===== config.mk =====
export PLATFORM = sky130hd
export DESIGN_NAME = pcm_rx_deser
export DESIGN_NICKNAME = d
export VERILOG_FILES = /design/src/rtl/pcm_rx_pkg.sv /design/src/rtl/pcm_rx_sync.sv /design/src/rtl/pcm_rx_slot.sv /design/src/rtl/pcm_rx_upd_timer.sv /design/src/rtl/pcm_rx_deser.sv
export SDC_FILE = /design/constraint.sdc
export NUM_CORES = 1
export LEC_CHECK = 0
export BUFFER_PORTS_ARGS = -buffer_cell sky130_fd_sc_hd__buf_2
export CORE_ASPECT_RATIO = 1.1
export CORE_MARGIN = 2
export CORE_UTILIZATION = 50
export DETAILED_ROUTE_END_ITERATION = 10
export GPL_TIMING_DRIVEN = 1
export PLACE_DENSITY = 0.78
export SYNTH_ARGS = -nofsm -noshare
export SYNTH_HDL_FRONTEND = slang
export SYNTH_SLANG_ARGS = --single-unit
export TNS_END_PERCENT = 30

===== constraint.sdc =====
create_clock -name clk -period 1.3 [get_ports clk]
set_input_delay 0.195 -clock clk [delete_from_list [all_inputs] [get_ports clk]]
set_output_delay 0.195 -clock clk [all_outputs]
set_load 0.01 [all_outputs]

===== src/rtl/pcm_rx_pkg.sv =====
// Shared types for the PCM receive deserializer.
package pcm_rx_pkg;

    // Slot capture state
    typedef enum logic {
        RX_IDLE  = 1'b0,
        RX_SHIFT = 1'b1
    } rx_state_e;

    // Integer ceiling division used for time-to-cycle conversion.
    function automatic int ceil_div(input int num, input int den);
        return (num + den - 1) / den;
    endfunction

endpackage


===== src/rtl/pcm_rx_sync.sv =====
// Brings bit clock, frame sync and data into the master-clock domain.
// Assumes all three inputs are slow relative to clk. Every input passes
// through the same number of stages, so data stays aligned with the
// detected bit-clock edges.
module pcm_rx_sync #(
    parameter int STAGES = 2
) (
    input  logic clk,
    input  logic rst_n,
    input  logic bclk_raw,
    input  logic fs_raw,
    input  logic sd_raw,
    output logic bclk_fall,
    output logic fs_level,
    output logic fs_rise,
    output logic sd_bit
);
    localparam int TOP = STAGES - 1;

    logic [TOP:0] bclk_sr, fs_sr, sd_sr;
    logic         bclk_d, fs_d;

    // Synchronizer chains plus one delayed copy each for edge detection
    always_ff @(posedge clk) begin
        if (!rst_n) begin
            bclk_sr <= '0;
            fs_sr   <= '0;
            sd_sr   <= '0;
            bclk_d  <= 1'b0;
            fs_d    <= 1'b0;
        end else begin
            bclk_sr <= {bclk_sr[TOP-1:0], bclk_raw};
            fs_sr   <= {fs_sr[TOP-1:0], fs_raw};
            sd_sr   <= {sd_sr[TOP-1:0], sd_raw};
            bclk_d  <= bclk_sr[TOP];
            fs_d    <= fs_sr[TOP];
        end
    end

    // Edge and level outputs
    always_comb begin
        bclk_fall = bclk_d & ~bclk_sr[TOP];
        fs_rise   = ~fs_d & fs_sr[TOP];
        fs_level  = fs_sr[TOP];
        sd_bit    = sd_sr[TOP];
    end

endmodule


===== src/rtl/pcm_rx_slot.sv =====
// Slot capture state machine. Arms on the start event chosen by
// long_mode, shifts in WORD_W bits MSB first on falling bit-clock edges
// and commits them to the output register only when the slot completes.
// Assumes pwr_down is synchronous to clk.
module pcm_rx_slot
    import pcm_rx_pkg::*;
#(
    parameter int WORD_W = 8
) (
    input  logic              clk,
    input  logic              rst_n,
    input  logic              pwr_down,
    input  logic              long_mode,
    input  logic              bclk_fall,
    input  logic              fs_level,
    input  logic              fs_rise,
    input  logic              sd_bit,
    output logic [WORD_W-1:0] word_q,
    output logic              word_vld
);
    localparam int CNT_W = (WORD_W > 1) ? $clog2(WORD_W) : 1;
    localparam logic [CNT_W-1:0] LAST_BIT = CNT_W'(WORD_W - 1);

    rx_state_e         state;
    logic [CNT_W-1:0]  bit_cnt;
    logic [WORD_W-1:0] shreg;
    logic              start_ev;
    logic [WORD_W-1:0] shreg_nxt;

    // Start event: sync edge in long mode, sync level at a falling edge in short mode
    always_comb begin
        start_ev  = long_mode ? fs_rise : (bclk_fall & fs_level);
        shreg_nxt = {shreg[WORD_W-2:0], sd_bit};
    end

    // Arm, shift and commit
    always_ff @(posedge clk) begin
        if (!rst_n) begin
            state    <= RX_IDLE;
            bit_cnt  <= '0;
            shreg    <= '0;
            word_q   <= '0;
            word_vld <= 1'b0;
        end else begin
            word_vld <= 1'b0;
            if (pwr_down) begin
                state   <= RX_IDLE;
                bit_cnt <= '0;
            end else begin
                case (state)
                    RX_IDLE: begin
                        if (start_ev) begin
                            state   <= RX_SHIFT;
                            bit_cnt <= '0;
                        end
                    end
                    RX_SHIFT: begin
                        if (bclk_fall) begin
                            shreg   <= shreg_nxt;
                            bit_cnt <= bit_cnt + CNT_W'(1);
                            if (bit_cnt == LAST_BIT) begin
                                word_q   <= shreg_nxt;
                                word_vld <= 1'b1;
                                state    <= RX_IDLE;
                            end
                        end
                    end
                    default: state <= RX_IDLE;
                endcase
            end
        end
    end


    vld_pulse_chk: assert property (@(posedge clk) disable iff (!rst_n)
        word_vld |=> !word_vld);


    word_hold_chk: assert property (@(posedge clk) disable iff (!rst_n)
        (word_q != $past(word_q)) |-> word_vld);


    pdn_abort_chk: assert property (@(posedge clk) disable iff (!rst_n)
        $past(pwr_down) |-> !word_vld);


    vld_after_fall_chk: assert property (@(posedge clk) disable iff (!rst_n)
        word_vld |-> $past(bclk_fall));

endmodule


===== src/rtl/pcm_rx_upd_timer.sv =====
// Decoder-update delay timer. Restarted by each completed word, it emits
// a one-cycle strobe DLY cycles later. Power-down clears it.
// Assumes DLY >= 1.
module pcm_rx_upd_timer #(
    parameter int DLY = 21
) (
    input  logic clk,
    input  logic rst_n,
    input  logic pwr_down,
    input  logic start,
    output logic strobe
);
    localparam int CNT_W = $clog2(DLY + 1);

    logic [CNT_W-1:0] cnt_q;

    // Countdown register
    always_ff @(posedge clk) begin
        if (!rst_n || pwr_down) begin
            cnt_q <= '0;
        end else if (start) begin
            cnt_q <= CNT_W'(DLY);
        end else if (cnt_q != '0) begin
            cnt_q <= cnt_q - CNT_W'(1);
        end
    end

    // Strobe on the final count, held off during power-down
    always_comb strobe = (cnt_q == CNT_W'(1)) && !pwr_down;


    strobe_pulse_chk: assert property (@(posedge clk) disable iff (!rst_n)
        strobe |=> !strobe);


    strobe_quiet_chk: assert property (@(posedge clk) disable iff (!rst_n)
        $past(pwr_down) |-> !strobe);

endmodule


===== src/rtl/pcm_rx_deser.sv =====
// Top of the PCM receive time-slot deserializer: synchronizer, slot
// capture and decoder-update timer. The framing mode is an input
// supplied by transmit-side sync classification.
module pcm_rx_deser
    import pcm_rx_pkg::*;
#(
    parameter int SYNC_STAGES = 2,
    parameter int WORD_W      = 8,
    parameter int MCLK_KHZ    = 2048,
    parameter int UPD_NS      = 10000
) (
    input  logic              clk,
    input  logic              rst_n,
    input  logic              bclk_in,
    input  logic              fsync_in,
    input  logic              sdata_in,
    input  logic              long_mode,
    input  logic              pwr_down,
    output logic [WORD_W-1:0] word_out,
    output logic              word_vld,
    output logic              upd_strobe
);
    localparam int UPD_CYC = ceil_div(MCLK_KHZ * UPD_NS, 1000000);

    logic bclk_fall, fs_level, fs_rise, sd_bit;

    pcm_rx_sync #(.STAGES(SYNC_STAGES)) u_sync (
        .clk       (clk),
        .rst_n     (rst_n),
        .bclk_raw  (bclk_in),
        .fs_raw    (fsync_in),
        .sd_raw    (sdata_in),
        .bclk_fall (bclk_fall),
        .fs_level  (fs_level),
        .fs_rise   (fs_rise),
        .sd_bit    (sd_bit)
    );

    pcm_rx_slot #(.WORD_W(WORD_W)) u_slot (
        .clk       (clk),
        .rst_n     (rst_n),
        .pwr_down  (pwr_down),
        .long_mode (long_mode),
        .bclk_fall (bclk_fall),
        .fs_level  (fs_level),
        .fs_rise   (fs_rise),
        .sd_bit    (sd_bit),
        .word_q    (word_out),
        .word_vld  (word_vld)
    );

    pcm_rx_upd_timer #(.DLY(UPD_CYC)) u_timer (
        .clk      (clk),
        .rst_n    (rst_n),
        .pwr_down (pwr_down),
        .start    (word_vld),
        .strobe   (upd_strobe)
    );


    pdn_no_vld_chk: assert property (@(posedge clk) disable iff (!rst_n)
        $past(pwr_down) |-> !word_vld);

endmodule


Word-level counts from Yosys, hierarchy flattened
Index checks and enable logic that the tools add are counted.
Word-level totals
  register bits after elaboration: 33
  bits of input ports: 7
  output and inout bits: 10
  logic and storage cells: 50
Cells by class
  $add $sub $neg: 2
  equality and inequality tests: 4
  muxes and demuxes: 11
  bitwise logic cells: 9
  reduce and logical (&&, ||, !) cells: 12
Operator list (count)
  5-bit 2-to-1 mux: 2
  3-bit 2-to-1 mux: 2
  1-bit NOT: 6
  3-bit one-hot mux with 2 select lines: 1
  5-bit by 1-bit equality test with 1-bit output (second input constant): 1
  1-bit 2-to-1 mux: 5
  5-bit nonzero test: 1
  5-bit by 1-bit subtractor with 5-bit output (second input constant): 1
  2-bit by 1-bit != test with 1-bit output (second input constant): 2
  4-bit AND reduction: 1
  2-bit OR reduction: 2
  4-bit OR reduction: 1
  3-bit by 1-bit adder with 3-bit output (second input constant): 1
  1-bit AND: 3
  3-bit equality test (second input constant): 1
  3-bit AND reduction: 1
  1-bit zero test: 2
  1-bit one-hot mux with 2 select lines: 1
  2-bit AND reduction: 1
  2-bit nonzero test: 1
  1-bit logical AND: 1
  1-bit logical OR: 1

Logic depth before layout (Yosys ltp)
Gate-level depths: netlist of the first run.
  word-level depth: 6
  mapped depth: 5
  depth with buffers taken out: 5

Modules after synthesis
Synthesis of the first run repeated with hierarchy kept, for this count alone.
Unflattened totals
  cells, all modules: 131
  area, all modules: 1355.0 um^2
Modules (own cells, without submodules)
  pcm_rx_slot: times used 1, cells an instance 85, area an instance 862.1 um^2, sequential area each 400.4 um^2
  pcm_rx_upd_timer: times used 1, cells an instance 28, area an instance 270.3 um^2, sequential area each 100.1 um^2
  pcm_rx_sync: times used 1, cells an instance 18, area an instance 222.7 um^2, sequential area each 160.2 um^2

Least setup slack after synthesis of the first run
No wires, ideal clock.
  kind: reg-to-reg
  start point: register u_timer.cnt_q[0]
  end point: register u_timer.cnt_q[2]
  library setup time: 0.074 ns
  arrival time: 1.326 ns
  required time: 1.226 ns
  setup slack: -0.100 ns
  cell stages (with the launch flop): 6
  buffers on the path: 0
  clock period less this slack: 1.400 ns
  cells stage by stage: dfxtp_1 > inv_1 > ha_1 > nor4b_4 > or3b_2 > a31oi_1
On the way
  longest elaborated chain between the ends: 3
  elaborated cells between the ends (all ways): 5
  those cells by class: add/sub: 1; mux: 2; reduce/logical: 2
Ends and longest elaborated chain
  start, declared: RTL line pcm_rx_upd_timer.sv:15  | logic [CNT_W-1:0] cnt_q;
  start signal, assigned: RTL line pcm_rx_upd_timer.sv:22  | cnt_q <= CNT_W'(DLY);
  start signal, assigned: RTL line pcm_rx_upd_timer.sv:24  | cnt_q <= cnt_q - CNT_W'(1);
  5-bit by 1-bit subtractor with 5-bit output: RTL line pcm_rx_upd_timer.sv:24
  5-bit 2-to-1 mux: RTL line pcm_rx_upd_timer.sv:23  | end else if (cnt_q != '0) begin
  5-bit 2-to-1 mux: RTL line pcm_rx_upd_timer.sv:21  | end else if (start) begin
Several ways; a longest one is shown, not always the timed one. The select of a mux whose other input is x is not followed.
A chain may end at the register's enable or synchronous reset.

Final worst setup path of the first run
  start point: register u_timer.cnt_q[0]
  end point: output port upd_strobe
On the way
  longest elaborated chain between the ends: 2
Ends and longest elaborated chain
  5-bit by 1-bit equality test with 1-bit output: RTL line pcm_rx_upd_timer.sv:29  | always_comb strobe = (cnt_q == CNT_W'(1)) && !pwr_down;
  1-bit logical AND: RTL line pcm_rx_upd_timer.sv:29
  end, declared: RTL line pcm_rx_deser.sv:21  | output logic upd_strobe
Every way passes these cells.

==> results of run 1 <==
Yosys cell counts:
cell type	n	share of area
xnor2_1	2	0.013
nand2b_1	3	0.013
nand2_1	18	0.048
mux2i_1	19	0.14
nor3b_1	2	0.011
and2b_1	2	0.011
nor2_1	1	0.0027
clkbuf_1	4	0.011
or3b_2	1	0.0063
inv_1	3	0.0081
o21ai_0	2	0.0072
buf_6	2	0.016
and3_1	1	0.0045
ha_1	5	0.045
a31oi_1	1	0.0045
nor3_1	1	0.0036
and4bb_2	1	0.0090
dfxtp_1	33	0.47
and3b_1	1	0.0063
nor4_1	2	0.0090
and2_1	9	0.040
or4bb_1	1	0.0081
a21bo_2	1	0.0072
nor2b_1	11	0.049
and2_4	1	0.0063
nand3_1	3	0.011
nor4b_4	1	0.017
a2111oi_2	1	0.011
a21oi_1	3	0.011
critical path, delay by kind of cell, from the launching register on:
kind          cells  cell delay [ns]
simple gates      1             0.14
fa+ha+maj         1             0.14
buf+inv           2             0.25
flops             1             0.35
kinds of logic after synthesis:
| group | share of synthesized area |
|---|---|
| DFF | 0.4740 |
| and+or+nand+nor | 0.2567 |
| AOI/OAI and AO/OA | 0.04039 |
| muxes | 0.1364 |
| buffers and inverters | 0.03500 |
| adders and majority gates | 0.04488 |
| xor gates and xnor gates | 0.01257 |
state kept, by name, summed over array words and instances, names as in the netlist:
register	count
u_slot.state	1
u_slot.shreg	7
u_sync.bclk_d	1
u_slot.bit_cnt	3
u_sync.bclk_sr	2
u_sync.fs_d	1
u_sync.fs_sr	2
u_timer.cnt_q	5
u_slot.word_q	8
u_sync.sd_sr	2
u_slot.word_vld	1
metrics by stage:
step / instance area [sq um] / power [mW] / setup TNS [ns]
2_1_floorplan: 1408 / 1.808 / 0
3_3_place_gp: 1544 / 2.029 / 0
3_5_place_dp: 1544 / 2.080 / -0.1087
4_1_cts: 1663 / 2.842 / -0.2591
5_1_grt: 1709 / 3.122 / -0.5755
6_report: 1709 / 2.941 / -0.1645
power breakdown:
group | internal [mW] | switching (mW)
Clock | 0.313 | 0.328
Sequential | 1.10 | 0.120
Combinational | 0.636 | 0.439
Total | 2.05 | 0.886
worst paths after layout:
check	from	end	slack, ns	cells after the start
worst max-delay path	u_timer.cnt_q[0]$_SDFFE_PP0P_	upd_strobe	-0.09	4
worst min-delay path	sdata_in	u_sync.sd_sr[0]$_SDFF_PN0_	0.07	2
worst max register to register	u_timer.cnt_q[1]$_SDFFE_PP0P_	u_timer.cnt_q[2]$_SDFFE_PP0P_	-0.05	5
worst min register to register	u_sync.fs_sr[0]$_SDFF_PN0_	u_sync.fs_sr[1]$_SDFF_PN0_	0.44	1
repair_timing:
| item | in CTS | in global routing |
|---|---|---|
| hold endpoints to repair | 0 | 0 |
| buffers inserted | 1 | 0 |
| hold buffers | 0 | 0 |
| resized for setup | 9 | 13 |
| pin swaps | 1 | 2 |
| setup endpoints to repair | 5 | 14 |
metal layers:
layer / share of wire / GRT usage / vias to the layer above
met3: 0.033 / 0.05303 / 5
met2: 0.52 / 0.3270 / 16
li1: - / - / 504
met4: 0.016 / 0.09643 / 0
met1: 0.43 / 0.1865 / 464
met5: 0 / 0 / -
layout make-up:
| cell class | instances | share of cell area |
|---|---|---|
| clock buffer | 7 | 0.03807 |
| tap | 33 | 0.02416 |
| multi-input combinational | 93 | 0.4473 |
| inverter | 3 | 0.009517 |
| timing repair buffer | 24 | 0.08419 |
| sequential | 33 | 0.3939 |
| clock inverter | 1 | 0.002928 |
==> impl_results.md, run 1 <==
* FF+latch count, synth at 33
* Initial Util at 0.5157
* Share of layout cells above drive strength 1 at 0.3354
* Avg Synthesized Cell Area at 10.32 sq um
* Final nets at 172
* Failing checks: negative setup slack
* Dpl hpwl at 1827 um
* Port Buffers at 16
* Largest net degree at the start of global routing at 20
* Hold slack at 0.07107 ns
* Pwr dens at 1720 nW/um^2
* Worst hold path type: in2reg
* Initial antenna violation count at 0
* Post-layout util at 0.6324
* GRT overflow at 0
* Max cap viols at 0
* Die width at 54.34 um
* RSZ-0062 raised after global routing: yes
* Reg clk slew, reported paths at 0.09 ns
* Max VDD drop at 1.078 mV
* Root Driver: clkbuf_4
* Critical path endpoint category: output port
* Crit-path slowest cell: dfxtp_2
* GP Congestion at 0.6831
* Clock skew at 0.01052 ns
* Final setup vio count at 4
* Via count at 989
* Max incr delay on CP at 0.35 ns
* Final hold violation count at 0
* Most common cell after layout, fill and taps aside: dfxtp_1
* Post-Syn Nets at 147
* Core ar. at 2703 sq um
* Leakage Power at 0.6766 nW
* Slew at the pin closest to its max-slew limit at 0.4998 ns
* Post-synthesis cell count at 135
* Diode count at 0
* Area of the multi-input gates at 764.5 sq um
* Sequential cell area at 673.1 sq um
* Worst EP arrival at 1.20 ns
* Full die area at 3226 sq um
* Std cell rows at 20
* Post-synthesis cell type count at 29
* CP required at 1.11 ns
* Critical path fanouts, max at 2
* Clk_lat worst skew at 0.33 ns
* Slew headroom at 0.6633
* ANT nets after route at 0
* Synthesis-to-finish area growth at 22.62%
* Htree depth at 2
* Vias per inst at 5.098
* Clk buf depth at 2
* Crit share post-route at 1.070
* Sequential-to-total area share from yosys stat at 0.4740
* CP Launch Type: flip-flop
* CTS sink count at 33
* CP cell instances: buf_6 -> ha_4 -> and2_1 -> buf_2
* CTS tree: done
* Die H at 59.38 um
* Critical path type: reg2out
* Filler Cell Count at 237
* Ys Warns at 0
* Iteration-0 DRC Markers at 11
* Final instance count without filler cells at 194
* Status: complete, but fails checks
* Routed WL at 2485 um
* First-pass GRT wire length at 4146 um
* Fin. max-slew vios at 0
* Post-Place Setup Slack at -0.06377 ns
* Tmin final at 1.390 ns
* Number of global-route vias before repair at 1004
* Io pins at 17
* Fmax at 719.2 MHz
* DRT Pass-1 Iters at 2
* Commonest non-fill, non-tap cells in the layout: 27 x dfxtp_1, 19 x mux2i_1, 18 x nand2_1
* Setup ws final at -0.09045 ns
* Post-Syn Area at 1394 sq um
* Placed cells at 185
* Routed WL per cell at 12.81 um
* CTS Buf Count at 5
* Residual DRC count at 0
* GRT Total Usage at 0.1831
Power figures use the tool's default switching activity.
==> run 2: changes to the inputs <==
- CORE_ASPECT_RATIO: 1.1 -> 0.7
- HOLD_SLACK_MARGIN: default -> 0.1
==> run 2 against run 1 <==
Against the previous run:
- the flow still finishes with violations (negative setup slack)
- critical path depth is 1 lower
- critical path type unchanged
- first-iteration DRC count is 120% higher
- register-to-register slack better by 0.04 ns
- non-clock buffer count is 1 higher
- final area is 2.1% higher
- total power is 9.8% higher
- worst hold slack better by 0.038 ns
- critical endpoint unchanged
- largest power group unchanged
- clock power is 31% higher
- sequential share of layout area is 0.89 points lower
- largest cell class unchanged
- via count is 0.71% lower
==> impl_results.md, run 2 (synthesis results as in run 1) <==
* Status: complete, but fails checks
* Failing checks: negative setup slack
* Synthesis-to-finish area growth at 25.22%
* Worst EP arrival at 1.24 ns
* Setup ws final at -0.1379 ns
* Uppermost layer routed: met4
* Hold slack at 0.1094 ns
* CP required at 1.11 ns
* Sequential share of power at 0.374
* Leakage Power at 0.7024 nW
* Max VDD drop at 0.8778 mV
* Logic pwr share at 0.365
* Routed WL at 2632 um
* Switching share of power at 0.2922
* Most common cell after layout, fill and taps aside: dfxtp_1
* Root Driver: clkbuf_8
* Clk buf depth at 2
* Core ar. at 2552 sq um
* Iteration-0 DRC Markers at 24
* P_sw at 0.9435 mW
* Vias per inst at 5.010
* CP Launch Type: flip-flop
* Final instance count without filler cells at 196
* Die H at 48.18 um
* Slew at the pin closest to its max-slew limit at 0.3485 ns
* Fmax at 695.4 MHz
* Residual DRC count at 0
* Filler Cell Count at 202
* Hold-fix buffers, CTS at 0
* Commonest non-fill, non-tap cells in the layout: 26 x dfxtp_1, 19 x mux2i_1, 18 x nand2_1
* Largest regs: u_slot.word_q x8, u_slot.shreg x7, u_timer.cnt_q x5
* Slew headroom at 0.7667
* Worst hold path type: in2reg
* Area of the multi-input gates at 743.2 sq um
* GRT overflow at 0
* Std cell rows at 15
* Sequential cell area at 671.9 sq um
* Io pins at 17
* Largest net degree at the start of global routing at 33
* Met2 wire length at 1296 um
* Number of global-route vias before repair at 971
* Largest register FFs at 8
* Pwr dens at 1850 nW/um^2
* Crit share post-route at 1.106
* Max cap viols at 0
* GRT Total Usage at 0.1906
* Final setup vio count at 2
* Fin. max-slew vios at 0
* Top reg by flops: u_slot.word_q
* Clk_lat worst skew at 0.29 ns
* PnR Total Power at 3.229 mW
* Reg clk slew, reported paths at 0.07 ns
* Final hold violation count at 0
* Routed WL per cell at 13.43 um
* Int Power at 2.285 mW
* Htree depth at 2
* Post-Place Setup Slack at -0.02903 ns
* ANT nets after route at 0
* CTS sink count at 33
* DRT Pass-1 Iters at 3
* Critical path endpoint category: output port
* Full die area at 3233 sq um
* Clock skew at 0.003139 ns
* WL met3 at 105 um
* Final nets at 173
* Post-layout util at 0.6838
* Port Buffers at 16
* CTS Buf Count at 5
* First-pass GRT wire length at 4271 um
* Via count at 982
* Tmin final at 1.438 ns
* Dpl hpwl at 1800 um
* CTS tree: done
* M1 WL at 1173 um
* Placed cells at 184
* Diode count at 0
* Die width at 67.11 um
* Initial antenna violation count at 0
* Initial Util at 0.5461
* Share of layout cells above drive strength 1 at 0.3395
* Clock power frac at 0.261
* Critical path fanouts, max at 6
* RSZ-0062 raised after global routing: yes
* Critical path type: reg2out
* GP Congestion at 0.7572
[run 2: metal layers]
layer / global-route usage / vias up
met5: 0 / -
met4: 0.1224 / 0
met3: 0.06236 / 8
met2: 0.3188 / 16
met1: 0.2189 / 458
li1: - / 500
[run 2: final timing paths]
kind / cells after the start / slack [ns] / from / to
setup / recovery: 3 / -0.14 / u_timer.cnt_q[2]$_SDFFE_PP0P_ / upd_strobe
setup reg to reg: 5 / -0.01 / u_timer.cnt_q[1]$_SDFFE_PP0P_ / u_timer.cnt_q[2]$_SDFFE_PP0P_
hold reg to reg: 1 / 0.44 / u_sync.sd_sr[0]$_SDFF_PN0_ / u_sync.sd_sr[1]$_SDFF_PN0_
hold / removal: 2 / 0.11 / bclk_in / u_sync.bclk_sr[0]$_SDFF_PN0_
[run 2: power by group through the flow]
stage	logic (mW)	registers (mW)	clock network, mW
3_5_place_dp	0.888	1.20	0
5_1_grt	1.24	1.22	0.914
2_1_floorplan	0.625	1.18	0
4_1_cts	1.05	1.18	0.862
6_report	1.18	1.21	0.841
3_3_place_gp	0.826	1.19	0
[run 2: layout make-up]
class | instances | share of cell area
multi-input cells | 93 | 0.4258
flip-flops and latches | 33 | 0.3849
repair buffers | 25 | 0.09749
clock buffers | 7 | 0.05520
well taps | 34 | 0.02437
inverters | 3 | 0.009319
clock inverters | 1 | 0.002867
[run 2: repair_timing]
item,CTS,global route
pin swaps,0,4
gates resized for setup,7,14
setup buffers,3,1
endpoints found under the setup margin,3,12
[run 2: critical path: stages, from the launching register on]
cell	delay, ns
dfxtp_1	0.39
nor4_2	0.28
and2_4	0.20
buf_6	0.09
[run 2: stage by stage]
stage / setup TNS [ns] / area [sq um]
6_report: -0.1525 / 1745
5_1_grt: -0.2884 / 1745
4_1_cts: -0.1262 / 1703
3_5_place_dp: -0.04034 / 1543
3_3_place_gp: 0 / 1543
2_1_floorplan: 0 / 1408
==> run 3: changes to the inputs <==
- REMOVE_ABC_BUFFERS: default -> 1
==> run 3 against run 2 <==
Against the previous run:
- total power is 8.3% lower
- final area is 3.4% lower
- clock power down 14%
- the flow still finishes with violations (negative setup slack)
- critical path type unchanged
- sequential power about the same
- count of clock-buffer cells in the layout up 1
- register-to-register slack worse by 0.02 ns
- critical path depth did not move
- wire length fell by 6.6%
- global-route usage down 1.4 points
- non-clock buffer count is 2 lower
- sequential share of layout area rose by 1.1 points
==> impl_results.md, run 3 (synthesis results as in run 1) <==
* Status: complete, but fails checks
* Failing checks: negative setup slack
* Final nets at 171
* Die width at 67.11 um
* Logic pwr share at 0.351
* Worst reg2reg startpoint: u_timer.cnt_q[1]$_SDFFE_PP0P_
* Clock power frac at 0.243
* Slew at the pin closest to its max-slew limit at 0.4043 ns
* Clk_lat worst skew at 0.28 ns
* Via count at 974
* Io pins at 17
* Vias per inst at 5.021
* Full die area at 3233 sq um
* Int Power at 2.104 mW
* Critical path type: reg2out
* Clk buf depth at 2
* GRT overflow at 0
* FF-to-FF path depth at 5
* Diode count at 0
* WP buf/inv at 1
* Std cell rows at 15
* Final hold violation count at 0
* Initial antenna violation count at 0
* Die H at 48.18 um
* Switching share of power at 0.2893
* CTS tree: done
* Worst hold path type: in2reg
* Post-Place Setup Slack at -0.1267 ns
* Number of global-route vias before repair at 888
* Area after DPL at 1536 sq um
* Leakage Power at 0.6730 nW
* Pwr dens at 1756 nW/um^2
* Crit-path slowest cell: dfxtp_2
* Most common cell after layout, fill and taps aside: dfxtp_1
* Port Buffers at 16
* Initial Util at 0.5461
* Reg2Reg Capture Point: u_timer.cnt_q[1]$_SDFFE_PP0P_
* Residual DRC count at 0
* Routed WL at 2457 um
* Max cap viols at 0
* Largest regs: u_slot.word_q x8, u_slot.shreg x7, u_timer.cnt_q x5
* Critical path depth at 3
* Commonest non-fill, non-tap cells in the layout: 27 x dfxtp_1, 19 x mux2i_1, 18 x nand2_1
* GRT Total Usage at 0.1764
* CP required at 1.11 ns
* Setup ws final at -0.05590 ns
* ANT nets after route at 0
* Max VDD drop at 1.192 mV
* Dpl hpwl at 1742 um
* Filler Cell Count at 205
* Sequential share of power at 0.406
* Max incr delay on CP at 0.35 ns
* DRT Pass-1 Iters at 4
* CTS sink count at 33
* P_sw at 0.8563 mW
* CTS Buf Count at 5
* Worst reg-to-reg setup slack at -0.03 ns
* CP Launch Type: flip-flop
* Finished Cell Area at 1685 sq um
* Cell family with most CP delay: simple AND/OR/NAND/NOR gates
* Critical path launch point: u_timer.cnt_q[4]$_SDFFE_PP0P_
* Htree depth at 2
* Setup crit end: upd_strobe
* RSZ-0062 raised after global routing: yes
* Routed WL per cell at 12.66 um
* GP Congestion at 0.6716
* Largest net degree at the start of global routing at 31
* Critical path fanouts, max at 4
* Iteration-0 DRC Markers at 35
* Clock skew at 0.002579 ns
* Fin. max-slew vios at 0
* Largest register FFs at 8
* Core ar. at 2552 sq um
* Fmax at 737.5 MHz
* CP cell instances: nor4_2 -> and2_4 -> buf_6
* Crit share post-route at 1.043
* Top reg by flops: u_slot.word_q
* Tmin final at 1.356 ns
* Slew headroom at 0.7286
* Synthesis-to-finish area growth at 20.92%
* Share of layout cells above drive strength 1 at 0.3000
* First-pass GRT wire length at 3877 um
* Root Driver: clkbuf_8
* Worst EP arrival at 1.16 ns
* Critical path endpoint category: output port
* Reg clk slew, reported paths at 0.06 ns
* Final setup vio count at 3
-- run 3: cell count changes in the layout (fill, tap and decap cells not counted), sizes merged --
cell and change:
buf -2, clkbuf +1, clkinv -1
-- run 3: layer usage --
metal / vias to the layer above / wire length (um) / GRT usage
met3: 4 / 88 / 0.06928
met1: 457 / 1189 / 0.2110
met2: 13 / 1134 / 0.2693
met5: - / 0 / 0
met4: 0 / 45 / 0.1224
li1: 500 / - / -
-- run 3: what timing repair did --
item,4_1_cts,5_1_grt
gates resized for setup,11,9
buffers inserted,1,0
pin swaps,4,1
cloned,0,0
hold buffers,0,0
endpoints found under the setup margin,5,16
-- run 3: cell type report --
cell class                      count  area, sq um  share of cell area
Sequential cell                    33        668.1              0.3964
Timing Repair Buffer               23        155.1             0.09206
Multi-Input combinational cell     93        728.2              0.4321
Tap cell                           34        42.54             0.02524
Clock buffer                        8        80.08             0.04751
Inverter                            3        11.26            0.006682
-- run 3: how the worst min path moves through the flow --
stage	startpoint	to	slack, ns	depth (start not counted)
3_5_place_dp	fsync_in	u_sync.fs_sr[0]$_SDFF_PN0_	0.40	2
3_3_place_gp	sdata_in	u_sync.sd_sr[0]$_SDFF_PN0_	0.40	2
5_1_grt	fsync_in	u_sync.fs_sr[0]$_SDFF_PN0_	0.12	2
6_report	fsync_in	u_sync.fs_sr[0]$_SDFF_PN0_	0.12	2
4_1_cts	fsync_in	u_sync.fs_sr[0]$_SDFF_PN0_	0.11	2
2_1_floorplan	rst_n	u_sync.bclk_d$_SDFF_PN0_	0.32	1
-- run 3: worst reg2reg max path, delay by kind of cell, from the launching register on --
| kind | cells | cell delay [ns] |
|---|---|---|
| buf+inv | 2 | 0.20 |
| flops | 1 | 0.33 |
| compound gates | 1 | 0.39 |
| simple gates | 1 | 0.14 |
| fa+ha+maj | 1 | 0.15 |
-- run 3: stage by stage --
step / utilization / setup TNS (ns) / instances / hold slack, ns / power, mW
3_3_place_gp: 0.6020 / -0.04867 / 185 / 0.4036 / 1.986
2_1_floorplan: - / -0.1622 / 129 / 0.3167 / 1.756
3_5_place_dp: 0.6020 / -0.2553 / 185 / 0.4049 / 2.056
5_1_grt: 0.6603 / -0.4096 / 194 / 0.1186 / 3.131
4_1_cts: 0.6466 / -0.1543 / 194 / 0.1098 / 2.888
6_report: 0.6603 / -0.1023 / 194 / 0.1164 / 2.960
-- run 3: power by group through the flow --
stage	combinational (mW)	sequential (mW)	clock [mW]
6_report	1.04	1.20	0.720
5_1_grt	1.14	1.21	0.780
4_1_cts	0.965	1.18	0.740
3_5_place_dp	0.866	1.19	0
3_3_place_gp	0.803	1.18	0
2_1_floorplan	0.582	1.17	0
